==> src/rtl/sysctl_pkg.sv <==
package sysctl_pkg;

    typedef enum logic [1:0] {
        CLS_NONE  = 2'd0,
        CLS_XFER  = 2'd1,
        CLS_ALWAYS_TRAP = 2'd2
    } insn_cls_e;

    typedef struct packed {
        insn_cls_e  cls;
        logic       is_read;
        logic [2:0] opc1;
        logic [3:0] reg_n;
        logic [2:0] opc2;
        logic [3:0] sub_m;
    } insn_dec_t;

    localparam logic [4:0] MODE_USER = 5'b10000;

endpackage

==> src/rtl/sysctl_decode.sv <==
module sysctl_decode
    import sysctl_pkg::*;
#(
    parameter int unsigned COP_NUM = 15
) (
    input  logic [31:0] word_i,
    output insn_dec_t   dec_o
);
    localparam logic [3:0] COP_ID = 4'(COP_NUM);

    logic is_mine;
    logic is_xfer;
    logic is_dataop;
    logic is_mem;

    always_comb begin
        is_mine   = (word_i[11:8] == COP_ID);
        is_xfer   = (word_i[27:24] == 4'b1110) && word_i[4];
        is_dataop = (word_i[27:24] == 4'b1110) && !word_i[4];
        is_mem    = (word_i[27:25] == 3'b110);

        dec_o.cls = CLS_NONE;
        if (is_mine) begin
            if (is_xfer)
                dec_o.cls = CLS_XFER;
            else if (is_dataop || is_mem)
                dec_o.cls = CLS_ALWAYS_TRAP;
        end
        dec_o.is_read = word_i[20];
        dec_o.opc1    = word_i[23:21];
        dec_o.reg_n   = word_i[19:16];
        dec_o.opc2    = word_i[7:5];
        dec_o.sub_m   = word_i[3:0];
    end
endmodule

==> src/rtl/sysctl_idrom.sv <==
module sysctl_idrom #(
    parameter logic [7:0]  IMPL       = 8'h5A,
    parameter logic [3:0]  SPEC       = 4'h1,
    parameter logic [3:0]  ARCH       = 4'h2,
    parameter logic [11:0] PART       = 12'h3C7,
    parameter logic [3:0]  LAYOUT_REV = 4'h3,
    parameter logic [31:0] CACHE_TYPE = 32'h0D17_2192
) (
    input  logic [2:0]  opc2_i,
    output logic [31:0] value_o
);
    localparam logic [31:0] ID_WORD = {IMPL, SPEC, ARCH, PART, LAYOUT_REV};

    always_comb begin
        if (opc2_i == 3'd1)
            value_o = CACHE_TYPE;
        else
            value_o = ID_WORD;
    end
endmodule

==> src/rtl/sysctl_ctrl_regs.sv <==
module sysctl_ctrl_regs #(
    parameter int unsigned DW       = 32,
    parameter int unsigned NUM_REGS = 3,
    parameter int unsigned BASE_IDX = 1
) (
    input  logic          clk,
    input  logic          rst_n,
    input  logic          we_i,
    input  logic [3:0]    wsel_i,
    input  logic [DW-1:0] wdata_i,
    input  logic [3:0]    rsel_i,
    output logic          rhit_o,
    output logic [DW-1:0] rdata_o
);
    typedef struct packed {
        logic [NUM_REGS-1:0][DW-1:0] regs;
    } state_t;

    state_t st_d, st_q;
    logic [NUM_REGS-1:0] wr_hit;
    logic [NUM_REGS-1:0] rd_hit;

    for (genvar gi = 0; gi < NUM_REGS; gi++) begin : g_sel
        assign wr_hit[gi] = we_i && (wsel_i == 4'(BASE_IDX + gi));
        assign rd_hit[gi] = (rsel_i == 4'(BASE_IDX + gi));
    end

    always_comb begin
        st_d = st_q;
        for (int i = 0; i < NUM_REGS; i++) begin
            if (wr_hit[i])
                st_d.regs[i] = wdata_i;
        end
    end

    always_comb begin
        rhit_o  = |rd_hit;
        rdata_o = '0;
        for (int i = 0; i < NUM_REGS; i++) begin
            if (rd_hit[i])
                rdata_o = st_q.regs[i];
        end
    end

    always_ff @(posedge clk or negedge rst_n) begin
        if (!rst_n)
            st_q <= '0;
        else
            st_q <= st_d;
    end

    for (genvar gi = 0; gi < NUM_REGS; gi++) begin : g_chk
        p_write_lands_r7: assert property (@(posedge clk) disable iff (!rst_n)
            (we_i && wsel_i == 4'(BASE_IDX + gi)) |=> (st_q.regs[gi] == $past(wdata_i)));
    end

    p_hold_without_write_r8: assert property (@(posedge clk) disable iff (!rst_n)
        !we_i |=> $stable(st_q.regs));
endmodule

==> src/rtl/sysctl_cop_unit.sv <==
module sysctl_cop_unit
    import sysctl_pkg::*;
#(
    parameter int unsigned COP_NUM    = 15,
    parameter int unsigned NUM_CTRL   = 3,
    parameter logic [7:0]  IMPL       = 8'h5A,
    parameter logic [3:0]  SPEC       = 4'h1,
    parameter logic [3:0]  ARCH       = 4'h2,
    parameter logic [11:0] PART       = 12'h3C7,
    parameter logic [3:0]  LAYOUT_REV = 4'h3,
    parameter logic [31:0] CACHE_TYPE = 32'h0D17_2192
) (
    input  logic        clk,
    input  logic        rst_n,
    input  logic        insn_valid,
    input  logic [31:0] insn_word,
    input  logic [4:0]  cpu_mode,
    input  logic [31:0] wr_data,
    output logic [31:0] rd_data,
    output logic        done,
    output logic        trap
);
    localparam int unsigned DW = 32;

    typedef struct packed {
        logic          done;
        logic          trap;
        logic [DW-1:0] rdata;
    } resp_t;

    insn_dec_t     dec;
    logic [DW-1:0] rom_val;
    logic [DW-1:0] reg_val;
    logic          reg_hit;
    logic          priv;
    logic          served;
    logic          ignored;
    logic          reg_we;
    resp_t         rsp_d, rsp_q;

    sysctl_decode #(.COP_NUM(COP_NUM)) u_dec (
        .word_i (insn_word),
        .dec_o  (dec)
    );

    sysctl_idrom #(
        .IMPL(IMPL), .SPEC(SPEC), .ARCH(ARCH), .PART(PART),
        .LAYOUT_REV(LAYOUT_REV), .CACHE_TYPE(CACHE_TYPE)
    ) u_rom (
        .opc2_i  (dec.opc2),
        .value_o (rom_val)
    );

    sysctl_ctrl_regs #(.DW(DW), .NUM_REGS(NUM_CTRL), .BASE_IDX(1)) u_regs (
        .clk     (clk),
        .rst_n   (rst_n),
        .we_i    (reg_we),
        .wsel_i  (dec.reg_n),
        .wdata_i (wr_data),
        .rsel_i  (dec.reg_n),
        .rhit_o  (reg_hit),
        .rdata_o (reg_val)
    );

    always_comb begin
        priv    = (cpu_mode != MODE_USER);
        served  = insn_valid && (dec.cls == CLS_XFER) && priv;
        ignored = (dec.opc1 != 3'd0) || (dec.sub_m != 4'd0);
        reg_we  = served && !dec.is_read && !ignored;

        rsp_d.done  = served;
        rsp_d.trap  = insn_valid &&
                      ((dec.cls == CLS_ALWAYS_TRAP) ||
                       ((dec.cls == CLS_XFER) && !priv));
        rsp_d.rdata = '0;
        if (served && dec.is_read && !ignored) begin
            if (dec.reg_n == 4'd0)
                rsp_d.rdata = rom_val;
            else if (reg_hit)
                rsp_d.rdata = reg_val;
        end
    end

    always_ff @(posedge clk or negedge rst_n) begin
        if (!rst_n)
            rsp_q <= '0;
        else
            rsp_q <= rsp_d;
    end

    assign done    = rsp_q.done;
    assign trap    = rsp_q.trap;
    assign rd_data = rsp_q.rdata;

    p_one_answer_r10: assert property (@(posedge clk) disable iff (!rst_n)
        !(done && trap));
    p_answer_needs_strobe_r10: assert property (@(posedge clk) disable iff (!rst_n)
        (done || trap) |-> $past(insn_valid));
    p_user_traps_r2: assert property (@(posedge clk) disable iff (!rst_n)
        (insn_valid && dec.cls == CLS_XFER && cpu_mode == MODE_USER) |=> trap);
    p_always_trap_r3: assert property (@(posedge clk) disable iff (!rst_n)
        (insn_valid && dec.cls == CLS_ALWAYS_TRAP) |=> (trap && !done));
    p_unclaimed_silent_r4: assert property (@(posedge clk) disable iff (!rst_n)
        (dec.cls == CLS_NONE) |=> !(done || trap));
    p_rdata_quiet_r11: assert property (@(posedge clk) disable iff (!rst_n)
        !done |-> (rd_data == '0));
    p_no_write_on_trap_r2: assert property (@(posedge clk) disable iff (!rst_n)
        rsp_d.trap |-> !reg_we);
endmodule

==> config.mk <==
export PLATFORM = sky130hd
export DESIGN_NAME = sysctl_cop_unit
export DESIGN_NICKNAME = d
export VERILOG_FILES = /design/src/rtl/sysctl_pkg.sv /design/src/rtl/sysctl_decode.sv /design/src/rtl/sysctl_idrom.sv /design/src/rtl/sysctl_ctrl_regs.sv /design/src/rtl/sysctl_cop_unit.sv
export SDC_FILE = /design/constraint.sdc
export NUM_CORES = 1
export LEC_CHECK = 0
export BUFFER_PORTS_ARGS = -buffer_cell sky130_fd_sc_hd__buf_2
export CAP_MARGIN = 20
export CORE_ASPECT_RATIO = 0.9
export CORE_MARGIN = 2
export CORE_UTILIZATION = 38
export DETAILED_ROUTE_END_ITERATION = 8
export GPL_TIMING_DRIVEN = 0
export SYNTH_ARGS = -nofsm -noshare
export SYNTH_HDL_FRONTEND = slang
export SYNTH_HIERARCHICAL = 1
export SYNTH_SLANG_ARGS = --single-unit
==> constraint.sdc <==
create_clock -name clk -period 1.6 [get_ports clk]
set_input_delay 0.08 -clock clk [delete_from_list [all_inputs] [get_ports clk]]
set_output_delay 0.08 -clock clk [all_outputs]
set_load 0.01 [all_outputs]
==> results_dict.tcl, run 1 <==
set metrics [dict create \
    status "complete, but fails checks" \
    violations "setup timing" \
    num_rows 45 \
    grtUsageMet2 0.295 \
    max-cap-violations 0 \
    rsz0062_at_grt "true" \
    pwr_density_cell_nw_per_um2 837 \
    tightest_slew_ns 0.539 \
    swShare 0.222 \
    syn_inst 539 \
    use_met3 0.0365 \
    p_clk_frac 0.494 \
    die_w_um 142 \
    setup_viol 96 \
    drive_gt1_frac 0.483 \
    die_y_um 128 \
    arrival_ns 2.23 \
    syn_area_um2 6540 \
    crit_path_end_kind "flop" \
    dr.pass1.iters 5 \
    max_freq_ghz 0.518 \
    diodes 0 \
    grt_pass1_wl_um 25600 \
    p_int_mw 5.83 \
    synthDistinctLibCells 34 \
    clk_path_buf_depth 2 \
    ys_ff_latch 130 \
    crit_slowest_cell "or4b_4" \
    maxSlewHeadroom 0.641 \
    cts_buffers 17 \
    p_seq_frac 0.439 \
    drt-total-wl_um 16300 \
    yosys_warnings 6 \
    cp_max_fo 10 \
    cts_root_buffer "clkbuf_16" \
    clkLatencyLatePin_ns 0.42 \
    ir_worst_vdd_v 0.000513 \
    cts.clk_slew.worst_paths_ns 0.06 \
    path_cells "buf_6, nand4_1, nor4_4, o2111ai_4, nor2_4, nand2b_4, or4b_4, buf_12, mux2_4" \
    core-area_um2 16900 \
    hold_class "input port to flop" \
    n_fill_cell 1452 \
    worstSetupStartpointType "input port" \
    synth_edf_count 0 \
    ioPinCount 106 \
    antenna_found_initial 0 \
    grt_max_degree 88 \
    ant_nets 0 \
    min_period_ns 1.93 \
    io_buffer_count 82 \
    num_vias 4644 \
    syn_to_final_growth_pct 37.0 \
    synth_ff_type "dfrtp_1" \
    drtIter0Drc 292 \
    cts.sinks 130 \
    cp_slowest_stage_delay_ns 0.66 \
    cp.required_ns 1.90 \
    switching_power_mw 1.67 \
    cts_tree "yes" \
    ys_seq_area_frac 0.497 \
    grtUsageMet1 0.248 \
    grt_pass1_vias 4787 \
    avgRoutedWirePerCell_um 17.6 \
    worst_hold_slack_ns 0.0525 \
    synth-async-reset-ratio 1.00 \
    timing.final.ws_setup_ns -0.332 \
    grt.overflow.total 0 \
    gp_congestion 0.819 \
    finalCritPeriodShare 1.21 \
    die_area_um2 18300 \
    htree_levels 4 \
    slew_viol_final 0 \
    nets 779 \
    power_frac_comb 0.067 \
    p_leak_nw 4.41 \
    viasPerCell 4.99 \
    tns_ns -22.05 \
    finalPower_mw 7.50 \
    post_synth.cell_area_avg_um2 12.1 \
    clock_skew_ns 0.00545 \
    crit_type "input port to flop" \
    initial_utilization 0.387 \
    grt_usage 0.183 \
    place_hpwl_um 10700 \
    finalHoldViolCount 0 \
    route.detailed.drc 0 \
    top_usage_layer "met2" \
]
## flip-flops by register name, indices dropped and copies added, names as in the netlist
signal	cells
trap	1
rd_data	32
u_regs/st_q	96
done	1
## stage by stage
step           instances  area (µm²)  utilization  setup WS [ns]
6_report             930        8960        0.530         -0.332
5_1_grt              930        8960        0.530         -0.383
4_1_cts              924        8750        0.518         -0.338
3_5_place_dp         848        7460        0.442          -1.17
3_3_place_gp         847        7430        0.440          -1.16
2_1_floorplan        554        6750            -         -0.726
## cells in the final DEF, fill, tap and decap left out, types with 2 or more instances in the layout
cell type	instances
nor2_4	2
clkbuf_16	21
or4b_4	2
dlygate4sd3_1	35
buf_16	3
dfrtp_1	130
nand3_1	33
buf_6	15
clkinv_2	6
o21a_1	2
buf_4	50
a22oi_1	32
nand2_1	32
clkbuf_4	3
bufinv_16	2
a211oi_1	32
buf_12	11
buf_2	77
nor2_1	36
clkbuf_2	12
clkinvlp_4	2
mux2_4	94
mux2_2	34
conb_1	17
clkbuf_1	13
nor4_4	2
inv_1	2
## what timing repair did
item,CTS,global route
resized for setup,63,40
endpoints found under the hold margin,141,0
gates cloned,3,4
pin swaps,3,7
hold buffers,35,0
endpoints found under the setup margin,126,125
setup buffers,8,3
## power groups by stage
| stage | clock, mW | combinational [mW] | sequential (mW) |
|---|---|---|---|
| 2_1_floorplan | 0 | 0.199 | 3.35 |
| 3_3_place_gp | 0 | 0.384 | 3.35 |
| 3_5_place_dp | 0 | 0.409 | 3.35 |
| 4_1_cts | 3.78 | 0.494 | 3.29 |
| 5_1_grt | 3.95 | 0.557 | 3.29 |
| 6_report | 3.71 | 0.505 | 3.29 |
## critical path: cells and delay by family
family,cells,cell delay (ns)
compound gates,1,0.23
mux,1,0.30
simple gates,5,1.34
buf+inv,2,0.26
## area by class of cell
cell class,count,area (µm²),share of cell area
buffer,86,692,0.0772
tap,211,264,0.0295
multi-input combinational,334,3050,0.341
clock inverter,11,114,0.0127
sequential,130,3250,0.363
inverter,2,7.51,0.000838
timing repair buffer,136,1130,0.126
clock buffer,20,447,0.0499
## per-layer routing
metal / up-vias / part of all wire
met5: - / 0
met3: 23 / 0.047
met2: 119 / 0.48
met4: 0 / 0.016
met1: 2314 / 0.46
li1: 2188 / -
## Yosys cell counts, types with 2 or more instances
| cell | number | share of area |
|---|---|---|
| o21a_1 | 2 | 0.0023 |
| mux2_1 | 3 | 0.0052 |
| a22oi_1 | 32 | 0.037 |
| inv_1 | 2 | 0.0011 |
| conb_1 | 2 | 0.0011 |
| mux2_4 | 30 | 0.069 |
| or4b_4 | 2 | 0.0042 |
| buf_2 | 9 | 0.0069 |
| nor2_1 | 38 | 0.022 |
| dfrtp_1 | 130 | 0.50 |
| clkbuf_1 | 27 | 0.015 |
| buf_4 | 45 | 0.052 |
| buf_6 | 4 | 0.0069 |
| nand3_1 | 33 | 0.025 |
| nand2_1 | 34 | 0.020 |
| mux2_2 | 95 | 0.16 |
| buf_12 | 3 | 0.0092 |
| a211oi_1 | 32 | 0.037 |
## logic make-up (layout without fill, tap and decap cells)
group                  count (synthesis)  count (layout)  synth area share
buffers and inverters                 90             255            0.0912
AOI/OAI and AO/OA                     67              67            0.0798
and+or+nand+nor                      122             122            0.0930
muxes                                128             128             0.238
DFF                                  130             130             0.497
other                                  2              17           0.00115
## path summary, 6_finish.rpt
path	from	to	slack (ns)	cells past startpoint
worst max-delay path	insn_word[8]	u_regs/st_q[51]$_DFFE_PN0P_	-0.33	9
worst max register to register	u_regs/st_q[81]$_DFFE_PN0P_	rd_data[17]$_DFF_PN0_	0.31	5
worst min-delay path	insn_word[19]	rd_data[0]$_DFF_PN0_	0.05	4
min in group asynchronous	rst_n	u_regs/st_q[67]$_DFFE_PN0P_	0.15	2
max in group asynchronous	rst_n	u_regs/st_q[92]$_DFFE_PN0P_	0.69	3
worst min register to register	u_regs/st_q[90]$_DFFE_PN0P_	u_regs/st_q[90]$_DFFE_PN0P_	0.50	1
(Power assumes the default switching activity.)
==> run 2, diff against run 1 <==
Settings changed: ABC_AREA set to 1, CTS_CLUSTER_DIAMETER set to 120.
==> run 2 against run 1 <==
Effect of this change: the flow finishes with violations (DRC); sequential power barely moved; synthesized cell count increased by 71%; register-to-register slack better by 0.18 ns; synthesized area increased by 11%; flip-flop and latch count unchanged; hold slack better by 0.0049 ns; critical endpoint is now u_regs/st_q[73]$_DFFE_PN0P_; largest cell class unchanged.
==> results_dict.tcl, run 2 <==
set metrics [dict create \
    cp_max_fo 10 \
    syn_to_final_growth_pct 29.9 \
    cts_tree "yes" \
    hold_class "input port to flop" \
    die_y_um 135 \
    core-area_um2 19000 \
    drtIter0Drc 645 \
    crit_start "insn_word[10]" \
    largest_reg_flops 96 \
    route.detailed.drc 1 \
    drt-total-wl_um 22100 \
    synth_ff_type "dfrtp_1" \
    grt_usage 0.223 \
    syn_inst 922 \
    syn_area_um2 7280 \
    cts_root_buffer "clkbuf_16" \
    crit_path_end_kind "flop" \
    synth_top_area_cell "dfrtp_1" \
    maxSlewHeadroom 0.574 \
    met3_length_um 1840 \
    cts_buffers 17 \
    htree_levels 4 \
    diodes 0 \
    synth-async-reset-ratio 1.00 \
    initial_utilization 0.384 \
    nets 1156 \
    grt_max_degree 93 \
    finalCritPeriodShare 0.941 \
    avgRoutedWirePerCell_um 16.4 \
    yosys-top-cells-area "dfrtp_1 (45%), nand2_1 (16%), nand3_1 (11%), nand4_1 (8.3%), buf_4 (6.6%)" \
    synth.top_cells.by_count "nand2_1 (301), nand3_1 (163), dfrtp_1 (130)" \
    r2r_end "rd_data[30]$_DFF_PN0_" \
    top_layer_used "met4" \
    drive_gt1_frac 0.273 \
    max_freq_ghz 0.664 \
    num_rows 48 \
    min_period_ns 1.51 \
    final_common_cell "nand2_1" \
    post_synth.cell_area_avg_um2 7.90 \
    grt_pass1_wl_um 34700 \
    arrival_ns 1.81 \
    crit-reg2reg-launch "u_regs/st_q[94]$_DFFE_PN0P_" \
    crit_type "input port to flop" \
    status "complete, but fails checks" \
    cts.sinks 130 \
    viasPerCell 5.01 \
    cts.clk_slew.worst_paths_ns 0.06 \
    ir_worst_vdd_v 0.000601 \
    ioPinCount 106 \
    tightest_slew_ns 0.639 \
    crit_end "u_regs/st_q[73]$_DFFE_PN0P_" \
    synth_edf_count 0 \
    synthDistinctLibCells 22 \
    die_area_um2 20300 \
    met1_length_um 9880 \
    io_buffer_count 82 \
    yosysTopAreaCellShare 0.447 \
    top_register "u_regs/st_q" \
    ant_nets 0 \
    finalPower_mw 8.07 \
    slew_viol_final 0 \
    cp.required_ns 1.91 \
    pwr_density_cell_nw_per_um2 853 \
    max-cap-violations 0 \
    holdPathStages 4 \
    finalHoldViolCount 0 \
    dp_slack_ns -0.712 \
    violations "DRC" \
    setup_viol 0 \
    final_cell_mix "nand2_1 (288), nand3_1 (162), dfrtp_1 (130)" \
    synthMostInstantiatedCell "nand2_1" \
    ys_ff_latch 130 \
    reg2reg_slack_ns 0.49 \
    num_vias 6744 \
    dr.pass1.iters 7 \
    gp_congestion 0.841 \
    grt_pass1_vias 6333 \
    grt.overflow.total 0 \
    place_hpwl_um 14500 \
    worst_hold_slack_ns 0.0574 \
    wl_met2_um 10000 \
    timing.final.ws_setup_ns 0.0949 \
    die_w_um 150 \
    clk_path_buf_depth 2 \
    clock_skew_ns 0.00863 \
    ys_seq_area_frac 0.447 \
    clkLatencyLatePin_ns 0.43 \
    worstSetupStartpointType "input port" \
    yosys_warnings 6 \
    p_leak_nw 5.01 \
    antenna_found_initial 0 \
    r2r.worst_path.cells 6 \
]
-- run 2: cell families after synthesis --
kind of cell,share of synthesized area
flops,0.447
compound gates,0.00206
buf+inv,0.133
other cells,0.00103
simple gates,0.417
-- run 2: what timing repair did --
| action | in CTS | in global routing |
|---|---|---|
| hold buffers | 35 | 0 |
| setup buffers | 7 | 2 |
| endpoints found under the hold margin | 135 | 0 |
| gates cloned | 1 | 2 |
| resized for setup | 28 | 31 |
| pin swaps | 2 | 14 |
| endpoints found under the setup margin | 94 | 116 |
-- run 2: critical path: stages --
cell,delay (ns)
buf_6,0.07
nand2_4,0.05
nor2_4,0.10
nand2_1,0.06
nor2_2,0.14
nand2_2,0.09
nor2_4,0.12
nand2_4,0.08
nor3_4,0.19
buf_6,0.15
nand2_2,0.05
inv_2,0.09
buf_12,0.11
nand3_4,0.12
buf_6,0.19
nand2_1,0.06
nand2_1,0.05
-- run 2: how the worst min path moves through the flow --
stage	to	slack, ns	startpoint
floorplan	done$_DFF_PN0_	-0.22	rst_n
global placement	trap$_DFF_PN0_	0.36	insn_valid
detailed placement	u_regs/st_q[60]$_DFFE_PN0P_	0.01	rst_n
CTS	u_regs/st_q[19]$_DFFE_PN0P_	0.04	insn_word[17]
global route	u_regs/st_q[19]$_DFFE_PN0P_	0.07	insn_word[17]
finish	u_regs/st_q[19]$_DFFE_PN0P_	0.06	insn_word[17]
-- run 2: cell type report --
| cell class | instances | area [µm²] |
|---|---|---|
| clock inverter | 12 | 158 |
| inverter | 47 | 176 |
| sequential | 130 | 3250 |
| buffer | 120 | 893 |
| multi-input combinational | 638 | 3230 |
| timing repair buffer | 130 | 987 |
| fill | 1877 | 9520 |
| tap | 250 | 313 |
| clock buffer | 20 | 457 |
-- run 2: metrics by stage --
step	cells	setup TNS, ns	instance area (µm²)	utilization
global placement	1269	-250.04	8100	0.427
floorplan	937	-11.81	7380	-
finish	1347	0	9460	0.499
global route	1347	-0.181	9460	0.499
detailed placement	1270	-70.98	8140	0.429
CTS	1343	0	9290	0.489
-- run 2: layer usage --
metal  vias up  global-route usage
li1       3337                   -
met1      3106               0.319
met2       277               0.331
met3        24              0.0519
met4         0              0.0797
met5         -                   0
-- run 2: power breakdown --
| group | total [mW] | internal (mW) | switching (mW) | leakage (nW) |
|---|---|---|---|---|
| Clock | 4.05 | 2.53 | 1.51 | 0.292 |
| Combinational | 0.733 | 0.269 | 0.464 | 2.90 |
| Sequential | 3.29 | 3.29 | 0.0000416 | 1.82 |
| Total | 8.07 | 6.09 | 1.98 | 5.01 |
==> run 3, diff against run 2 <==
Settings changed: CORE_UTILIZATION 38 to 30.
==> run 3 against run 2 <==
Effect of this change: highest routed layer unchanged; clock-buffer cell count did not move; core utilization decreased by 9.6 points; power up 0.36%; critical endpoint is now u_regs/st_q[79]$_DFFE_PN0P_; the run ends with setup timing left; hold slack improved by 0.029 ns; flip-flop and latch count did not move; maximum frequency is 8.4% lower.
==> results_dict.tcl, run 3 (synthesis gave the netlist of run 2 again) <==
set metrics [dict create \
    cp.required_ns 1.90 \
    max_freq_ghz 0.609 \
    arrival_ns 1.95 \
    tns_ns -0.560 \
    core-area_um2 24100 \
    drtIter0Drc 684 \
    cts_tree "yes" \
    nets 1158 \
    crit_path_end_kind "flop" \
    grt.overflow.total 0 \
    clk_path_buf_depth 2 \
    finalPower_mw 8.10 \
    largest_reg_flops 96 \
    p_leak_nw 5.04 \
    r2r.worst_path.cells 6 \
    maxSlewHeadroom 0.589 \
    crit-reg2reg-launch "u_regs/st_q[69]$_DFFE_PN0P_" \
    rsz0062_at_grt "true" \
    num_vias 6804 \
    ir_worst_vdd_v 0.000711 \
    fin_cells 1407 \
    gp_congestion 0.858 \
    dpl.cell_count 1328 \
    hold_class "input port to flop" \
    dr.pass1.iters 5 \
    diodes 0 \
    place_hpwl_um 15500 \
    initial_utilization 0.303 \
    grt_max_degree 89 \
    violations "setup timing" \
    cts.clk_slew.worst_paths_ns 0.06 \
    cp_max_fo 8 \
    antenna_found_initial 0 \
    cts_buffers 17 \
    cts_root_buffer "clkbuf_16" \
    io_buffer_count 82 \
    drive_gt1_frac 0.306 \
    slew_viol_final 0 \
    min_period_ns 1.64 \
    top_register "u_regs/st_q" \
    final_cell_mix "nand2_1 (258), nand3_1 (162), dfrtp_1 (130)" \
    grt_pass1_wl_um 36200 \
    htree_levels 4 \
    setup_viol 29 \
    finalHoldViolCount 0 \
    avgRoutedWirePerCell_um 16.3 \
    clock_skew_ns 0.00676 \
    worst_hold_slack_ns 0.0866 \
    clkLatencyLatePin_ns 0.43 \
    grt_pass1_vias 6714 \
    crit_type "input port to flop" \
    crit_end "u_regs/st_q[79]$_DFFE_PN0P_" \
    die_area_um2 25500 \
    num_rows 54 \
    drt-total-wl_um 23000 \
    n_fill_cell 2482 \
    viasPerCell 4.84 \
    die_y_um 152 \
    r2r_end "rd_data[5]$_DFF_PN0_" \
    final_common_cell "nand2_1" \
    reg2reg_slack_ns 0.47 \
    multiInputGateArea_um2 3330 \
    tightest_slew_ns 0.616 \
    dp_slack_ns -0.782 \
    ant_nets 0 \
    pwr_density_cell_nw_per_um2 837 \
    cts.sinks 130 \
    timing.final.ws_setup_ns -0.0425 \
    crit_start "insn_word[9]" \
    max-cap-violations 0 \
    die_w_um 168 \
    ioPinCount 106 \
    syn_to_final_growth_pct 32.8 \
    status "complete, but fails checks" \
    seq_area_um2 3250 \
    finalCritPeriodShare 1.03 \
    route.detailed.drc 0 \
    grt_usage 0.180 \
    worstSetupStartpointType "input port" \
]
## run 3: cell count changes in the layout (fill, tap and decap cells not counted), moves of 2 or more
cell        change
clkinv_4        -3
buf_4           +2
buf_2           +2
nand2_2        +25
clkinvlp_4      +2
clkbuf_1        -2
buf_6           -5
nand2_4         +5
clkbuf_16       +2
nand2_1        -30
## run 3: critical path, stage by stage
cell       delay, ns
buf_2           0.10
nand2_4         0.05
nor2_4          0.09
nand2_2         0.07
nor2_4          0.12
nand2_2         0.07
nor2_4          0.12
nand2_4         0.08
nor3_4          0.20
buf_6           0.15
nand2_2         0.05
inv_2           0.09
buf_12          0.11
nand3_4         0.20
clkbuf_16       0.26
nand2_4         0.05
nand2_1         0.05
## run 3: worst min-delay path by stage
stage	depth (start not counted)	start	end
after floorplan	0	rst_n	done$_DFF_PN0_
after global placement	3	wr_data[16]	u_regs/st_q[80]$_DFFE_PN0P_
after detailed placement	1	rst_n	u_regs/st_q[91]$_DFFE_PN0P_
after CTS	4	insn_word[17]	u_regs/st_q[19]$_DFFE_PN0P_
after global routing	3	insn_word[20]	rd_data[0]$_DFF_PN0_
final	3	insn_word[20]	rd_data[0]$_DFF_PN0_
## run 3: final cells by class
| cell class | count | share of cell area |
|---|---|---|
| sequential | 130 | 0.336 |
| timing repair buffer | 132 | 0.104 |
| buffer | 120 | 0.0938 |
| clock inverter | 12 | 0.0160 |
| clock buffer | 20 | 0.0482 |
| inverter | 47 | 0.0182 |
| tap | 308 | 0.0398 |
| multi-input combinational | 638 | 0.344 |
## run 3: repair_timing
| action | CTS | global route |
|---|---|---|
| endpoints found under the setup margin | 96 | 118 |
| gates cloned | 1 | 3 |
| pin swaps | 9 | 11 |
| hold endpoints to repair | 139 | 0 |
| setup buffers | 6 | 4 |
| resized for setup | 33 | 65 |
| hold buffers | 35 | 0 |
## run 3: per-layer routing
layer / track usage / routed length [µm] / vias up
li1: - / - / 3343
met1: 0.244 / 10400 / 3200
met2: 0.282 / 10500 / 235
met3: 0.0482 / 1710 / 26
met4: 0.0546 / 329 / 0
met5: 0 / 0 / -
## run 3: power by group
part           internal (mW)  switching [mW]
sequential              3.29       0.0000560
combinational          0.265           0.466
clock                   2.57            1.50
total                   6.13            1.97
## run 3: per-stage QoR
step	instance area, µm²	utilization
floorplan	7380	-
global placement	8170	0.340
detailed placement	8210	0.341
CTS	9370	0.390
global route	9670	0.402
finish	9670	0.402
